File: src/rtl/adc_rc_pkg.sv
package adc_rc_pkg;
  typedef enum logic [1:0] {
    ST_IDLE    = 2'd0,
    ST_CAPTURE = 2'd1,
    ST_JUDGE   = 2'd2
  } rc_state_e;

  localparam logic [7:0] CODE_PASS = 8'h00;
  localparam logic [7:0] CODE_FAIL = 8'hAD;
endpackage

File: src/rtl/adc_rc_window.sv
module adc_rc_window
  import adc_rc_pkg::*;
#(
  parameter int WINDOW = 256
) (
  input  logic clk_i,
  input  logic rst_ni,
  input  logic start_i,
  input  logic valid_i,
  output logic sample_en_o,
  output logic judge_o
);
  localparam int CNT_W = (WINDOW > 2) ? $clog2(WINDOW) : 1;
  localparam logic [CNT_W-1:0] LAST = CNT_W'(WINDOW - 1);

  rc_state_e        state_q;
  logic [CNT_W-1:0] cnt_q;

  assign sample_en_o = (state_q == ST_CAPTURE) && valid_i && !start_i;
  assign judge_o     = (state_q == ST_JUDGE) && !start_i;

  always_ff @(posedge clk_i or negedge rst_ni) begin
    if (!rst_ni) begin
      state_q <= ST_IDLE;
      cnt_q   <= '0;
    end else if (start_i) begin
      state_q <= ST_CAPTURE;
      cnt_q   <= '0;
    end else begin
      case (state_q)
        ST_CAPTURE: if (valid_i) begin
          if (cnt_q == LAST) state_q <= ST_JUDGE;
          else               cnt_q   <= cnt_q + 1'b1;
        end
        ST_JUDGE: state_q <= ST_IDLE;
        default:  state_q <= state_q;
      endcase
    end
  end
endmodule

File: src/rtl/adc_rc_extrema.sv
module adc_rc_extrema #(
  parameter int SAMPLE_W = 16
) (
  input  logic                       clk_i,
  input  logic                       rst_ni,
  input  logic                       clear_i,
  input  logic                       upd_i,
  input  logic signed [SAMPLE_W-1:0] sample_i,
  output logic signed [SAMPLE_W-1:0] min_o,
  output logic signed [SAMPLE_W-1:0] max_o
);
  localparam logic signed [SAMPLE_W-1:0] POS_FULL = {1'b0, {(SAMPLE_W-1){1'b1}}};
  localparam logic signed [SAMPLE_W-1:0] NEG_FULL = {1'b1, {(SAMPLE_W-1){1'b0}}};

  always_ff @(posedge clk_i or negedge rst_ni) begin
    if (!rst_ni) begin
      min_o <= POS_FULL;
      max_o <= NEG_FULL;
    end else if (clear_i) begin
      min_o <= POS_FULL;
      max_o <= NEG_FULL;
    end else if (upd_i) begin
      if (sample_i < min_o) min_o <= sample_i;
      if (sample_i > max_o) max_o <= sample_i;
    end
  end
endmodule

File: src/rtl/adc_rc_verdict.sv
module adc_rc_verdict
  import adc_rc_pkg::*;
#(
  parameter int SAMPLE_W  = 16,
  parameter int THRESHOLD = 10
) (
  input  logic                       clk_i,
  input  logic                       rst_ni,
  input  logic                       clear_i,
  input  logic                       judge_i,
  input  logic signed [SAMPLE_W-1:0] min_i,
  input  logic signed [SAMPLE_W-1:0] max_i,
  output logic                       done_o,
  output logic                       pass_o,
  output logic [7:0]                 detail_o
);
  localparam int DW = SAMPLE_W + 1;
  localparam logic signed [DW-1:0] TH_S = DW'(THRESHOLD);

  logic signed [DW-1:0] spread;
  logic                 above;

  // one extra bit: full-scale swing cannot wrap
  assign spread = {max_i[SAMPLE_W-1], max_i} - {min_i[SAMPLE_W-1], min_i};
  assign above  = spread > TH_S;

  always_ff @(posedge clk_i or negedge rst_ni) begin
    if (!rst_ni) begin
      done_o   <= 1'b0;
      pass_o   <= 1'b0;
      detail_o <= '0;
    end else if (clear_i) begin
      done_o   <= 1'b0;
      pass_o   <= 1'b0;
      detail_o <= '0;
    end else if (judge_i) begin
      done_o   <= 1'b1;
      pass_o   <= above;
      detail_o <= above ? CODE_PASS : CODE_FAIL;
    end
  end
endmodule

File: src/rtl/adc_range_check.sv
module adc_range_check #(
  parameter int SAMPLE_W  = 16,
  parameter int WINDOW    = 256,
  parameter int THRESHOLD = 10
) (
  input  logic                       clk_i,
  input  logic                       rst_ni,
  input  logic                       start_i,
  input  logic                       valid_i,
  input  logic signed [SAMPLE_W-1:0] sample_i,
  output logic                       done_o,
  output logic                       pass_o,
  output logic [7:0]                 detail_o
);
  logic                       sample_en, judge;
  logic signed [SAMPLE_W-1:0] min_w, max_w;

  adc_rc_window #(.WINDOW(WINDOW)) u_window (
    .clk_i, .rst_ni, .start_i, .valid_i,
    .sample_en_o(sample_en),
    .judge_o    (judge)
  );

  adc_rc_extrema #(.SAMPLE_W(SAMPLE_W)) u_extrema (
    .clk_i, .rst_ni,
    .clear_i (start_i),
    .upd_i   (sample_en),
    .sample_i,
    .min_o   (min_w),
    .max_o   (max_w)
  );

  adc_rc_verdict #(.SAMPLE_W(SAMPLE_W), .THRESHOLD(THRESHOLD)) u_verdict (
    .clk_i, .rst_ni,
    .clear_i (start_i),
    .judge_i (judge),
    .min_i   (min_w),
    .max_i   (max_w),
    .done_o, .pass_o, .detail_o
  );
endmodule

File: config.mk
export PLATFORM = sky130hd
export DESIGN_NAME = adc_range_check
export DESIGN_NICKNAME = d
export VERILOG_FILES = /design/src/rtl/adc_rc_pkg.sv /design/src/rtl/adc_rc_window.sv /design/src/rtl/adc_rc_extrema.sv /design/src/rtl/adc_rc_verdict.sv /design/src/rtl/adc_range_check.sv
export SDC_FILE = /design/constraint.sdc
export NUM_CORES = 1
export LEC_CHECK = 0
export BUFFER_PORTS_ARGS = -buffer_cell sky130_fd_sc_hd__buf_2
export CAP_MARGIN = 20
export CORE_AREA = 4 4 170 90
export DETAILED_ROUTE_END_ITERATION = 10
export DIE_AREA = 0 0 174 94
export PLACE_DENSITY = 0.5
export SLEW_MARGIN = 20
export SYNTH_ARGS = -nofsm -noshare
export SYNTH_HDL_FRONTEND = slang
export SYNTH_SLANG_ARGS = --single-unit
File: constraint.sdc
create_clock -name clk_i -period 5.5 [get_ports clk_i]
set_input_delay 1.1 -clock clk_i [delete_from_list [all_inputs] [get_ports clk_i]]
set_output_delay 1.1 -clock clk_i [all_outputs]
set_load 0.05 [all_outputs]
==> parameters.txt <==
Parameter                              Value

Worst setup path
  Chain of cells forming the critical path ... buf_2, ha_1, a21o_1, a21o_1, a21oi_2, o22ai_1, or4_1, o211a_1, mux2i_1
  Crit Path Max Fanout ... 16
  CP peak stage delay ... 510 ps
  Kind of critical path ... primary input to flop
  Setup slack of the most critical reg-to-reg path ... 2320 ps
  Endpoint required time on the critical path ... 5640 ps
  Slowest cell on the critical path ... or4_1
  Startpoint class of the critical path ... primary input
  Most used cell along the critical path ... a21o_1
  CP arrival ... 3480 ps
  Kind of end point of the critical path ... flop

Floorplanning
  Starting utilization of the core area ... 29.0%
  Die boundary width ... 174 um
  Die Height ... 94 um
  Top-level I/O count ... 30
  Number of placement rows ... 31
  Core Box Area ... 14,000 sq um
  Die Outline Area ... 16,400 sq um

Finish
  Number of nets in the layout ... 552
  Antenna diode instance count ... 0
  Synthesis-to-finish area growth ... 9.46%
  Area occupied by multi-input gates ... 2600 sq um
  Filler cells ... 1,481
  Combined flip-flop and latch cell area ... 1150 sq um
  Layout cells sized above 1 ... 12.4%

Clock tree
  Sinks on Clock Net ... 45
  Clock-pin slew on the worst setup and hold paths ... 70 ps
  Quantity of hold-fixing buffers added after cts ... 0
  Maximum level of the CTS H-tree ... 2
  Buffer levels on the longest clock path ... 2
  Root buffer cell ... clkbuf_16
  Post-CTS Repair Setup Buffers ... 0
  Clock latency of the later-clocked register in the worst-skew pair ... 300 ps
  Number of instances resized during post-cts repair ... 0
  TritonCTS buffer count ... 5
  Clock tree from TritonCTS ... done

Pwr
  Sw power ... 0.372 mW
  Combinational share of power ... 32.5%
  Static Leakage ... 2.09 nW
  Part of the total power dissipated in sequential elements ... 36.5%
  Int Power ... 0.668 mW
  Switching part of the total ... 35.7%
  Total power density per cell area ... 235 nW/um^2
  Part of the total power dissipated in the clock network ... 31.0%
  Maximum vdd ir drop ... 0.000115 V

STA
  Worst Skew ... 5.53 ps
  Sum of negative setup slack ... 0 ps
  Minimum setup slack in the final design ... 2170 ps
  Final number of max-transition violations ... 0
  Slew of the pin with the lowest slew margin ... 954 ps
  Final hold violation count ... 0
  Final min period ... 3330 ps
  Upper clock frequency limit ... 300 MHz
  Worst max-slew margin expressed relative to the limit ... 36.4%
  RSZ-0062 raised after global routing ... no
  Fin crit share ... 60.6%
  Final setup violation count ... 0

Placement
  RD Place Congestion ... 0.860
  Count of input and output buffers ... 26
  Half-perimeter wire length after placement ... 8.41 mm
  Worst slack at placement ... 1850 ps

Routing
  Drt total wl ... 10.8 mm
  Count of nets left with antenna violations after detail routing ... 0
  Total via count after detailed routing ... 3,389
  Remaining design rule violation count ... 0
  Average wire length per cell after detail routing ... 16.3 um
  Violation count after the first detailed-routing iteration ... 209
  Number of vias per cell ... 5.10
  Pre-antenna DRT Iters ... 5

Yosys
  Post-synthesis cell type count ... 56
  Part of the Yosys area used for sequential elements ... 28.3%
  Prevailing post-synth register cell ... dfrtp_1
  Post-synth EDFFs ... 0
  Async set or reset register ratio after synthesis ... 100%
  Ys Warns ... 0
  Post-Synthesis Cell Area ... 4050 sq um
  Number of cells produced by synthesis ... 471
  Avg Cell Area, Syn ... 8.59 sq um
  Register bit total from synthesis ... 45

Outcome
  Result of the run ... finished clean

GRT
  Maximum number of pins on one net before global-route repair ... 79
  Vias in the first global route ... 3,232
  Global-route wire length before repair ... 17.6 mm
  Overall global routing resource usage ... 13.7%
  Overall overflow remaining after global route ... 0
  Initial antenna violation count ... 0

Job
  Max-capacitance violation count ... 0

Worst hold path
  Hold Path Class ... flop to flop
[worst paths after layout]
path	startpoint	cells past startpoint	endpoint
worst max-delay path	sample_i[5]	9	u_extrema.max_o[13]$_DFFE_PN0P_
worst min-delay path	u_verdict.done_o$_DFFE_PN0P_	2	u_verdict.done_o$_DFFE_PN0P_
worst max register to register	u_extrema.min_o[11]$_DFFE_PN1P_	9	u_verdict.pass_o$_DFFE_PN0P_
worst min register to register	u_verdict.done_o$_DFFE_PN0P_	2	u_verdict.done_o$_DFFE_PN0P_
max in group asynchronous	rst_ni	2	u_extrema.max_o[7]$_DFFE_PN0P_
min in group asynchronous	rst_ni	2	u_window.cnt_q[6]$_DFFE_PN0P_
[cells by family (layout without fill, tap and decap cells)]
family | count (synthesis) | in the layout | synth area share [%]
and+or+nand+nor | 165 | 165 | 21.2
AOI/OAI and AO/OA | 101 | 101 | 17.3
buffers and inverters | 68 | 79 | 7.61
adders and majority gates | 49 | 49 | 15.3
DFF | 45 | 45 | 28.3
muxes | 34 | 34 | 8.44
xor gates and xnor gates | 8 | 8 | 1.73
other | 1 | 3 | 0.0927
[state kept, by name, indices dropped and copies added (netlist names)]
name                flops
u_window.state_q        2
u_window.cnt_q          8
u_verdict.detail_o      1
u_extrema.min_o        16
u_verdict.pass_o        1
u_verdict.done_o        1
u_extrema.max_o        16
[metrics by stage]
stage	power [mW]	util (%)	hold slack, ps	area, sq um	instances
final	1.04	31.7	501	4430	665
after global routing	1.11	31.7	548	4430	665
after CTS	1.05	31.7	506	4430	665
after detailed placement	0.718	30.6	489	4280	657
after global placement	0.711	30.6	478	4280	657
after floorplan	0.627	-	489	4050	473
[synthesized netlist by cell type (9+ instances only)]
| master | n | area share [%] |
|---|---|---|
| nor2_1 | 58 | 5.4 |
| ha_1 | 48 | 15 |
| inv_1 | 43 | 4.0 |
| nand2b_1 | 38 | 5.9 |
| mux2i_1 | 33 | 8.2 |
| dfrtp_1 | 29 | 18 |
| a21oi_1 | 18 | 2.2 |
| o21ai_0 | 18 | 2.2 |
| a21o_1 | 16 | 3.0 |
| dfstp_2 | 16 | 10 |
| clkbuf_1 | 14 | 1.3 |
| nand2_1 | 12 | 1.1 |
| a211oi_1 | 9 | 1.7 |
| nand3_1 | 9 | 1.1 |
| nand4_1 | 9 | 1.4 |
[placed cells by master (no fill, tap or decap), types with 3 or more instances in the layout]
cell / synthesis / layout
a211oi_1: 9 / 9
a21o_1: 16 / 16
a21oi_1: 18 / 18
a31oi_1: 3 / 3
and2_1: 3 / 3
and3_1: 7 / 7
buf_2: 2 / 26
clkbuf_16: 0 / 5
conb_1: 1 / 3
dfrtp_1: 29 / 29
dfstp_2: 16 / 16
ha_1: 48 / 48
inv_1: 43 / 43
mux2i_1: 33 / 33
nand2_1: 12 / 12
nand2b_1: 38 / 38
nand3_1: 9 / 9
nand4_1: 9 / 9
nor2_1: 58 / 58
nor2b_1: 6 / 6
nor3_1: 6 / 6
nor3b_1: 4 / 4
o211a_1: 3 / 3
o211ai_1: 7 / 7
o21ai_0: 18 / 18
o22ai_1: 3 / 3
o31ai_1: 3 / 3
or3_1: 3 / 3
xnor2_1: 3 / 3
xor2_1: 5 / 5
[power by group through the flow]
| stage | registers, mW | logic (mW) | clock network [mW] |
|---|---|---|---|
| CTS | 0.380 | 0.335 | 0.332 |
| finish | 0.380 | 0.338 | 0.323 |
| global placement | 0.385 | 0.326 | 0 |
| detailed placement | 0.385 | 0.333 | 0 |
| global route | 0.383 | 0.378 | 0.349 |
| floorplan | 0.380 | 0.247 | 0 |
[cell type report]
cell class | instances | share of cell area (%)
multi-input cells | 360 | 58.7
flip-flops and latches | 45 | 25.9
well taps | 181 | 5.11
inverters | 43 | 3.65
repair buffers | 28 | 3.28
clock buffers | 5 | 2.83
clock inverters | 3 | 0.565
[layer usage]
| layer | global-route usage, % | part of all wire [%] | vias to the layer above | wire [um] |
|---|---|---|---|---|
| met1 | 22.3 | 58 | 1611 | 6330 |
| li1 | - | - | 1678 | - |
| met4 | 2.17 | 0.52 | 0 | 56 |
| met3 | 3.62 | 6.1 | 7 | 659 |
| met5 | 0 | 0 | - | 0 |
| met2 | 17.6 | 35 | 93 | 3780 |
[worst max-delay path, delay by kind of cell]
| kind | cells | cell delay, ps |
|---|---|---|
| adders and majority gates | 1 | 310 |
| buffers and inverters | 1 | 120 |
| and+or+nand+nor | 1 | 510 |
| AOI/OAI and AO/OA | 5 | 1180 |
| muxes | 1 | 240 |
Note: power is estimated with default switching activity, not from simulation.
